<file path="src/rtl/rf_pkg.sv">
package rf_pkg;
   localparam int RF_ADDR_W = 5;
   localparam int RF_DATA_W = 32;
   localparam int RF_NUM_RD = 2;

   // control field width: read addresses, write address, enable, one stall per port
   function automatic int rf_ctl_width(input int addr_w, input int num_rd);
      return (num_rd + 1) * addr_w + 1 + num_rd;
   endfunction

   typedef enum logic [0:0] {
      PORT_A = 1'b0,
      PORT_B = 1'b1
   } rf_port_e;
endpackage

</file>
<file path="src/rtl/rf_ctl_decode.sv">
module rf_ctl_decode
   import rf_pkg::*;
#(
   parameter int ADDR_W = RF_ADDR_W,
   parameter int NUM_RD = RF_NUM_RD,
   localparam int CTL_W = rf_ctl_width(ADDR_W, NUM_RD)
) (
   input  logic [CTL_W-1:0]               ctl,
   output logic [NUM_RD-1:0][ADDR_W-1:0]  rd_addr,
   output logic [ADDR_W-1:0]              wr_addr,
   output logic                           wr_en,
   output logic [NUM_RD-1:0]              stall
);
   localparam int WA_LSB    = NUM_RD * ADDR_W;
   localparam int WE_BIT    = WA_LSB + ADDR_W;
   localparam int STALL_LSB = WE_BIT + 1;

   for (genvar p = 0; p < NUM_RD; p++) begin : g_rd_field
      assign rd_addr[p] = ctl[p*ADDR_W +: ADDR_W];
      assign stall[p]   = ctl[STALL_LSB + p];
   end

   assign wr_addr = ctl[WA_LSB +: ADDR_W];
   assign wr_en   = ctl[WE_BIT];
endmodule

</file>
<file path="src/rtl/rf_storage.sv">
module rf_storage
   import rf_pkg::*;
#(
   parameter int ADDR_W   = RF_ADDR_W,
   parameter int DATA_W   = RF_DATA_W,
   parameter int NUM_RD   = RF_NUM_RD,
   parameter bit ZERO_REG = 1'b1,
   localparam int DEPTH   = 1 << ADDR_W
) (
   input  logic                           clk,
   input  logic                           rst,
   input  logic                           wr_en,
   input  logic [ADDR_W-1:0]              wr_addr,
   input  logic [DATA_W-1:0]              wr_data,
   input  logic [NUM_RD-1:0][ADDR_W-1:0]  rd_addr,
   output logic [NUM_RD-1:0][DATA_W-1:0]  rd_data
);
   logic [DATA_W-1:0] mem [DEPTH];
   logic              wr_ok;

   if (ZERO_REG) begin : g_wr_guard
      assign wr_ok = wr_en && (wr_addr != '0);
   end else begin : g_wr_plain
      assign wr_ok = wr_en;
   end

   always_ff @(posedge clk) begin
      if (rst) begin
         for (int i = 0; i < DEPTH; i++) begin
            mem[i] <= '0;
         end
      end else if (wr_ok) begin
         mem[wr_addr] <= wr_data;
      end
   end

   // combinational reads see the contents before this edge's write
   for (genvar p = 0; p < NUM_RD; p++) begin : g_rd
      if (ZERO_REG) begin : g_zero
         assign rd_data[p] = (rd_addr[p] == '0) ? '0 : mem[rd_addr[p]];
      end else begin : g_flat
         assign rd_data[p] = mem[rd_addr[p]];
      end
   end
endmodule

</file>
<file path="src/rtl/rf_read_buf.sv">
module rf_read_buf
   import rf_pkg::*;
#(
   parameter int DATA_W = RF_DATA_W
) (
   input  logic              clk,
   input  logic              rst,
   input  logic              hold,
   input  logic [DATA_W-1:0] din,
   output logic [DATA_W-1:0] q
);
   always_ff @(posedge clk) begin
      if (rst) begin
         q <= '0;
      end else if (!hold) begin
         q <= din;
      end
   end
endmodule

</file>
<file path="src/rtl/regfile_stallbuf.sv">
module regfile_stallbuf
   import rf_pkg::*;
#(
   parameter int ADDR_W   = RF_ADDR_W,
   parameter int DATA_W   = RF_DATA_W,
   parameter bit ZERO_REG = 1'b1,
   localparam int NUM_RD  = RF_NUM_RD,
   localparam int CTL_W   = rf_ctl_width(ADDR_W, NUM_RD)
) (
   input  logic              clk,
   input  logic              rst,
   input  logic [CTL_W-1:0]  ctl_word,
   input  logic [DATA_W-1:0] wr_data,
   output logic [DATA_W-1:0] rd_a_q,
   output logic [DATA_W-1:0] rd_b_q
);
   if (ADDR_W < 1 || ADDR_W > 10) begin : g_bad_addr_w
      $error("regfile_stallbuf: ADDR_W out of range");
   end
   if (DATA_W < 1) begin : g_bad_data_w
      $error("regfile_stallbuf: DATA_W must be positive");
   end
   if (NUM_RD != 2) begin : g_bad_ports
      $error("regfile_stallbuf: exactly two read ports are supported");
   end

   logic [NUM_RD-1:0][ADDR_W-1:0] rd_addr;
   logic [NUM_RD-1:0][DATA_W-1:0] rd_data;
   logic [NUM_RD-1:0][DATA_W-1:0] rd_q;
   logic [ADDR_W-1:0]             wr_addr;
   logic                          wr_en;
   logic [NUM_RD-1:0]             stall;

   rf_ctl_decode #(.ADDR_W(ADDR_W), .NUM_RD(NUM_RD)) u_dec (
      .ctl     (ctl_word),
      .rd_addr (rd_addr),
      .wr_addr (wr_addr),
      .wr_en   (wr_en),
      .stall   (stall)
   );

   rf_storage #(
      .ADDR_W   (ADDR_W),
      .DATA_W   (DATA_W),
      .NUM_RD   (NUM_RD),
      .ZERO_REG (ZERO_REG)
   ) u_mem (
      .clk     (clk),
      .rst     (rst),
      .wr_en   (wr_en),
      .wr_addr (wr_addr),
      .wr_data (wr_data),
      .rd_addr (rd_addr),
      .rd_data (rd_data)
   );

   for (genvar p = 0; p < NUM_RD; p++) begin : g_buf
      rf_read_buf #(.DATA_W(DATA_W)) u_buf (
         .clk  (clk),
         .rst  (rst),
         .hold (stall[p]),
         .din  (rd_data[p]),
         .q    (rd_q[p])
      );
   end

   assign rd_a_q = rd_q[PORT_A];
   assign rd_b_q = rd_q[PORT_B];
endmodule

</file>
<file path="config.mk">
export PLATFORM = sky130hd
export DESIGN_NAME = regfile_stallbuf
export DESIGN_NICKNAME = d
export VERILOG_FILES = /design/src/rtl/rf_pkg.sv /design/src/rtl/rf_ctl_decode.sv /design/src/rtl/rf_storage.sv /design/src/rtl/rf_read_buf.sv /design/src/rtl/regfile_stallbuf.sv
export SDC_FILE = /design/constraint.sdc
export NUM_CORES = 2
export LEC_CHECK = 0
export BUFFER_PORTS_ARGS = -buffer_cell sky130_fd_sc_hd__buf_2
export CELL_PAD_IN_SITES_DETAIL_PLACEMENT = 0
export CELL_PAD_IN_SITES_GLOBAL_PLACEMENT = 1
export CORE_ASPECT_RATIO = 1.75
export CORE_MARGIN = 4
export CORE_UTILIZATION = 58
export DETAILED_ROUTE_END_ITERATION = 12
export PLACE_DENSITY = 0.94
export RECOVER_POWER = 50
export SLEW_MARGIN = 5
export SYNTH_ARGS = -nofsm -noshare
export SYNTH_HDL_FRONTEND = slang
export SYNTH_SLANG_ARGS = --single-unit
</file>
<file path="constraint.sdc">
create_clock -name clk -period 6.5 [get_ports clk]
set_input_delay 1.3 -clock clk [delete_from_list [all_inputs] [get_ports clk]]
set_output_delay 1.3 -clock clk [all_outputs]
set_load 0.005 [all_outputs]
</file>
# After elaboration in Yosys (flattened, before gate mapping)
# Memory sizes are Yosys's and may differ from the RTL's.
# Index checks and enable logic that the tools add are counted.
# Widths: inputs -> output; s select.
# totals
reg_bits,64
mem_bits_rw,1024
mem_count,1
# memory_table
memory,depth,word_bits,rd,rd_ports_with_merged_regs,wr,line,rtl
u_mem.mem,32,32,2,0,32,rf_storage.sv:18,logic [DATA_W-1:0] mem [DEPTH];
# classes
n_mux,10
reduce_logical,5
# ops
operator,n
$mux 32,3
$reduce_or 32->1,1
$logic_not 5->1,2
$mux 1,6
$mux 5,1
$reduce_bool 5->1,1
$logic_and 1x1->1,1

# Logic depth before layout (Yosys ltp)
# depth
word_depth,7
depth_mapped,9

# By module
# From an unflattened synthesis, not the netlist that was laid out.
# unflattened
cells_unflattened,3726
hier_area_um2,56694.4
# modules_own_cells
module,instances,cells_per_inst,area_each_um2
rf_storage,1,3502,54232.0
rf_read_buf,2,103,1163.6
rf_ctl_decode,1,18,135.1

# Worst setup path before layout
# Ideal clock, no wire load.
# synth_timing
kind,input-to-reg
from,input rst
to,"memory u_mem.mem[0][0] in the netlist's numbering, enable pin"
setup_ns,0.400
arrival_time_ns,2.746
required_time_ns,6.100
path_slack_ns,3.355
cell_stages,3
path_cell_list,clkbuf_1 clkbuf_1 clkbuf_1
# synth_lines
element,line,rtl
"start, declared",regfile_stallbuf.sv:11,"input logic rst,"
"end, declared",rf_storage.sv:18,

==> impl_metrics.csv <==
group,metric,value,unit
routing,postRouteAntennaNets,0,
sta,tightest_slew,2.58,ns
sta,setup_viol,0,
status,status,"finished with violations",
cells_and_area,fill_cells,6870,
setup_path,required,6.90,ns
min_path,min_path_type,"flip-flop to flip-flop",
pwr,report.power.total,15900,uW
routing,wl_per_cell,34.8,um
routing,route.detailed.drc,0,
setup_path,r2r_setup_slack,4.43,ns
cts,clk_pin_slew_worst_paths,0.07,ns
die,rows,151,
sta,period_needed,5.33,ns
sta,finalSetupTns,0,ns
cells_and_area,area_growth_syn_to_layout,7.89,%
synthesis,yosysUniqueCellTypes,51,
cells_and_area,utilization,63.1,%
setup_path,cp.arrival,5.73,ns
cts,cts_tree,"yes",
synthesis,postSynthCellCount,4010,
cts,clk_latency,0.72,ns
place,dp_worst_setup_slack,1.89,ns
place,io_buffers,115,
die,dieArea,0.103,mm^2
routing,wirelength,184000,um
place,dpl.hpwl,116000,um
sta,fin_ws,1.17,ns
cts,cts_buffers,91,
synthesis,synthTopCellsByCount,"edfxtp_1, and2_1, mux2i_1, mux4_2, clkbuf_1",
grt,grt_remaining_overflow,0,
die,core,0.0969,mm^2
pwr,p_leak,0.0212,uW
cts,post_cts_resized,0,
cells_and_area,final_nets,3965,
synthesis,synth_area_per_cell,14.1,um^2
synthesis,synth_edf_count,1024,
synthesis,ys_seq_area_share,56.5,%
routing,via_per_inst,7.16,
synthesis,synth.most_common_cell,"edfxtp_1",
cts,cts_max_level,3,
cts,cts_root_buf,"clkbuf_16",
sta,final_hold_viol_count,0,
setup_path,critical_path_class,"input pin to flip-flop",
die,die_y,422,um
synthesis,synth_top_area_share,54.2,%
cts,cts_num_sinks,1088,
pwr,power-per-cell-area,260,mW/mm^2
routing,drt_iter0_drc,5906,
synthesis,ys.flop_type,"edfxtp_1",
flow_run,drv_cap,17,
sta,slew_headroom,-72.2,%
sta,fmax,188,MHz
grt,grt_pass1_wl,262000,um
setup_path,worstSetupEndpointType,"flip-flop",
sta,finalMaxSlewViolations,478,
sta,hold_ws,0.522,ns
status,failed_checks,"max-capacitance violations, max-slew violations",
sta,fin_crit_sh,82.0,%
setup_path,worst-path-max-fanout,37,
synthesis,ys_seq_elements,1088,
synthesis,ys_async_sr_fraction,0,%
cts,post-cts-setup-buffers,0,
die,ios,116,
synthesis,yosysTopAreaCell,"edfxtp_1",
sta,grt_setup_unrepaired,"false",
setup_path,start_kind,"input pin",
pwr,vdd_drop_max,0.232,mV
grt,antenna_found_initial,10,
grt,grt_pass1_vias,37600,
routing,num_vias,37900,
sta,fin_skew,0.0357,ns
synthesis,syn-cell-area,0.0567,mm^2
synthesis,synthTopCellsByArea,"edfxtp_1, mux4_2, and2_1",
grt,grt_start_max_net_pins,85,
die,initial_utilization,58.5,%
routing,drt_pass1_iterations,5,
cts,clock_path_buffers,3,
die,die_x,244,um
cts,hold_buffers,0,
cells_and_area,drive_gt1_share,17.6,%
grt,grt_use_total,35.2,%
synthesis,yosysWarnings,0,
place,routabilityCongestion,0.934,
[where the power goes]
part / switching [uW] / internal [uW] / total (uW)
Clock: 2640 / 3100 / 5740
Sequential: 276 / 8060 / 8340
Combinational: 1110 / 690 / 1800
Total: 4020 / 11900 / 15900
[registers in the layout (all words and copies together) (netlist names)]
name / count
u_mem.mem: 1024
g_buf.u_buf.q: 64
[critical path: stages]
cell and delay, ns:
clkbuf_1 1.51, nor3b_1 0.15, nand2_1 0.19, clkbuf_1 0.92
nor2_4 0.05, or2_0 0.96, buf_4 0.59
[area by class of cell]
type | count | area (um^2) | area share, %
multi-input cells | 2524 | 23200 | 38.0
flip-flops and latches | 1088 | 32000 | 52.4
well taps | 1300 | 1630 | 2.66
diodes | 4 | 10.0 | 0.0164
clock inverters | 49 | 531 | 0.867
repair buffers | 197 | 1200 | 1.96
inverters | 11 | 41.3 | 0.0675
clock buffers | 121 | 2510 | 4.11
[final timing paths]
check | endpoint | startpoint | cells past startpoint
worst max-delay path | u_mem.mem[30][4]$_SDFFCE_PN0P_ | rst | 7
worst min-delay path | g_buf[1].u_buf.q[21]$_SDFFE_PP0N_ | g_buf[1].u_buf.q[21]$_SDFFE_PP0N_ | 2
worst max register to register | g_buf[0].u_buf.q[24]$_SDFFE_PP0N_ | u_mem.mem[31][24]$_SDFFCE_PN0P_ | 4
worst min register to register | g_buf[1].u_buf.q[21]$_SDFFE_PP0N_ | g_buf[1].u_buf.q[21]$_SDFFE_PP0N_ | 2
[cell families after synthesis]
family          after synthesis  share of synthesized area [%]
simple gates               1271                           13.3
flops                      1088                           56.5
mux                         766                           20.7
compound gates              455                           6.14
buf+inv                     429                           3.31
other cells                   1                        0.00661
[routing by layer]
| layer | routed length (um) | vias to the layer above | global-route usage (%) |
|---|---|---|---|
| li1 | - | 15100 | - |
| met4 | 13700 | 6 | 20.5 |
| met3 | 23100 | 798 | 8.61 |
| met2 | 87100 | 3055 | 56.0 |
| met1 | 60100 | 19000 | 44.2 |
| met5 | 28 | - | 0 |
[stage by stage]
stage               std cells  area (um^2)
global route             5291        61200
floorplan                4041        56800
CTS                      5290        61300
finish                   5294        61200
global placement         5120        58300
detailed placement       5120        58300
[cells in the final DEF, fill, tap and decap left out, types with 65 or more instances in the layout]
| cell type | n |
|---|---|
| mux2i_1 | 407 |
| mux4_2 | 321 |
| a22o_1 | 65 |
| edfxtp_1 | 1024 |
| o22ai_1 | 84 |
| and2_1 | 645 |
| nor2_1 | 106 |
| clkbuf_16 | 92 |
| clkbuf_1 | 86 |
| and2_0 | 370 |
Note: power is estimated with default switching activity, not from simulation.
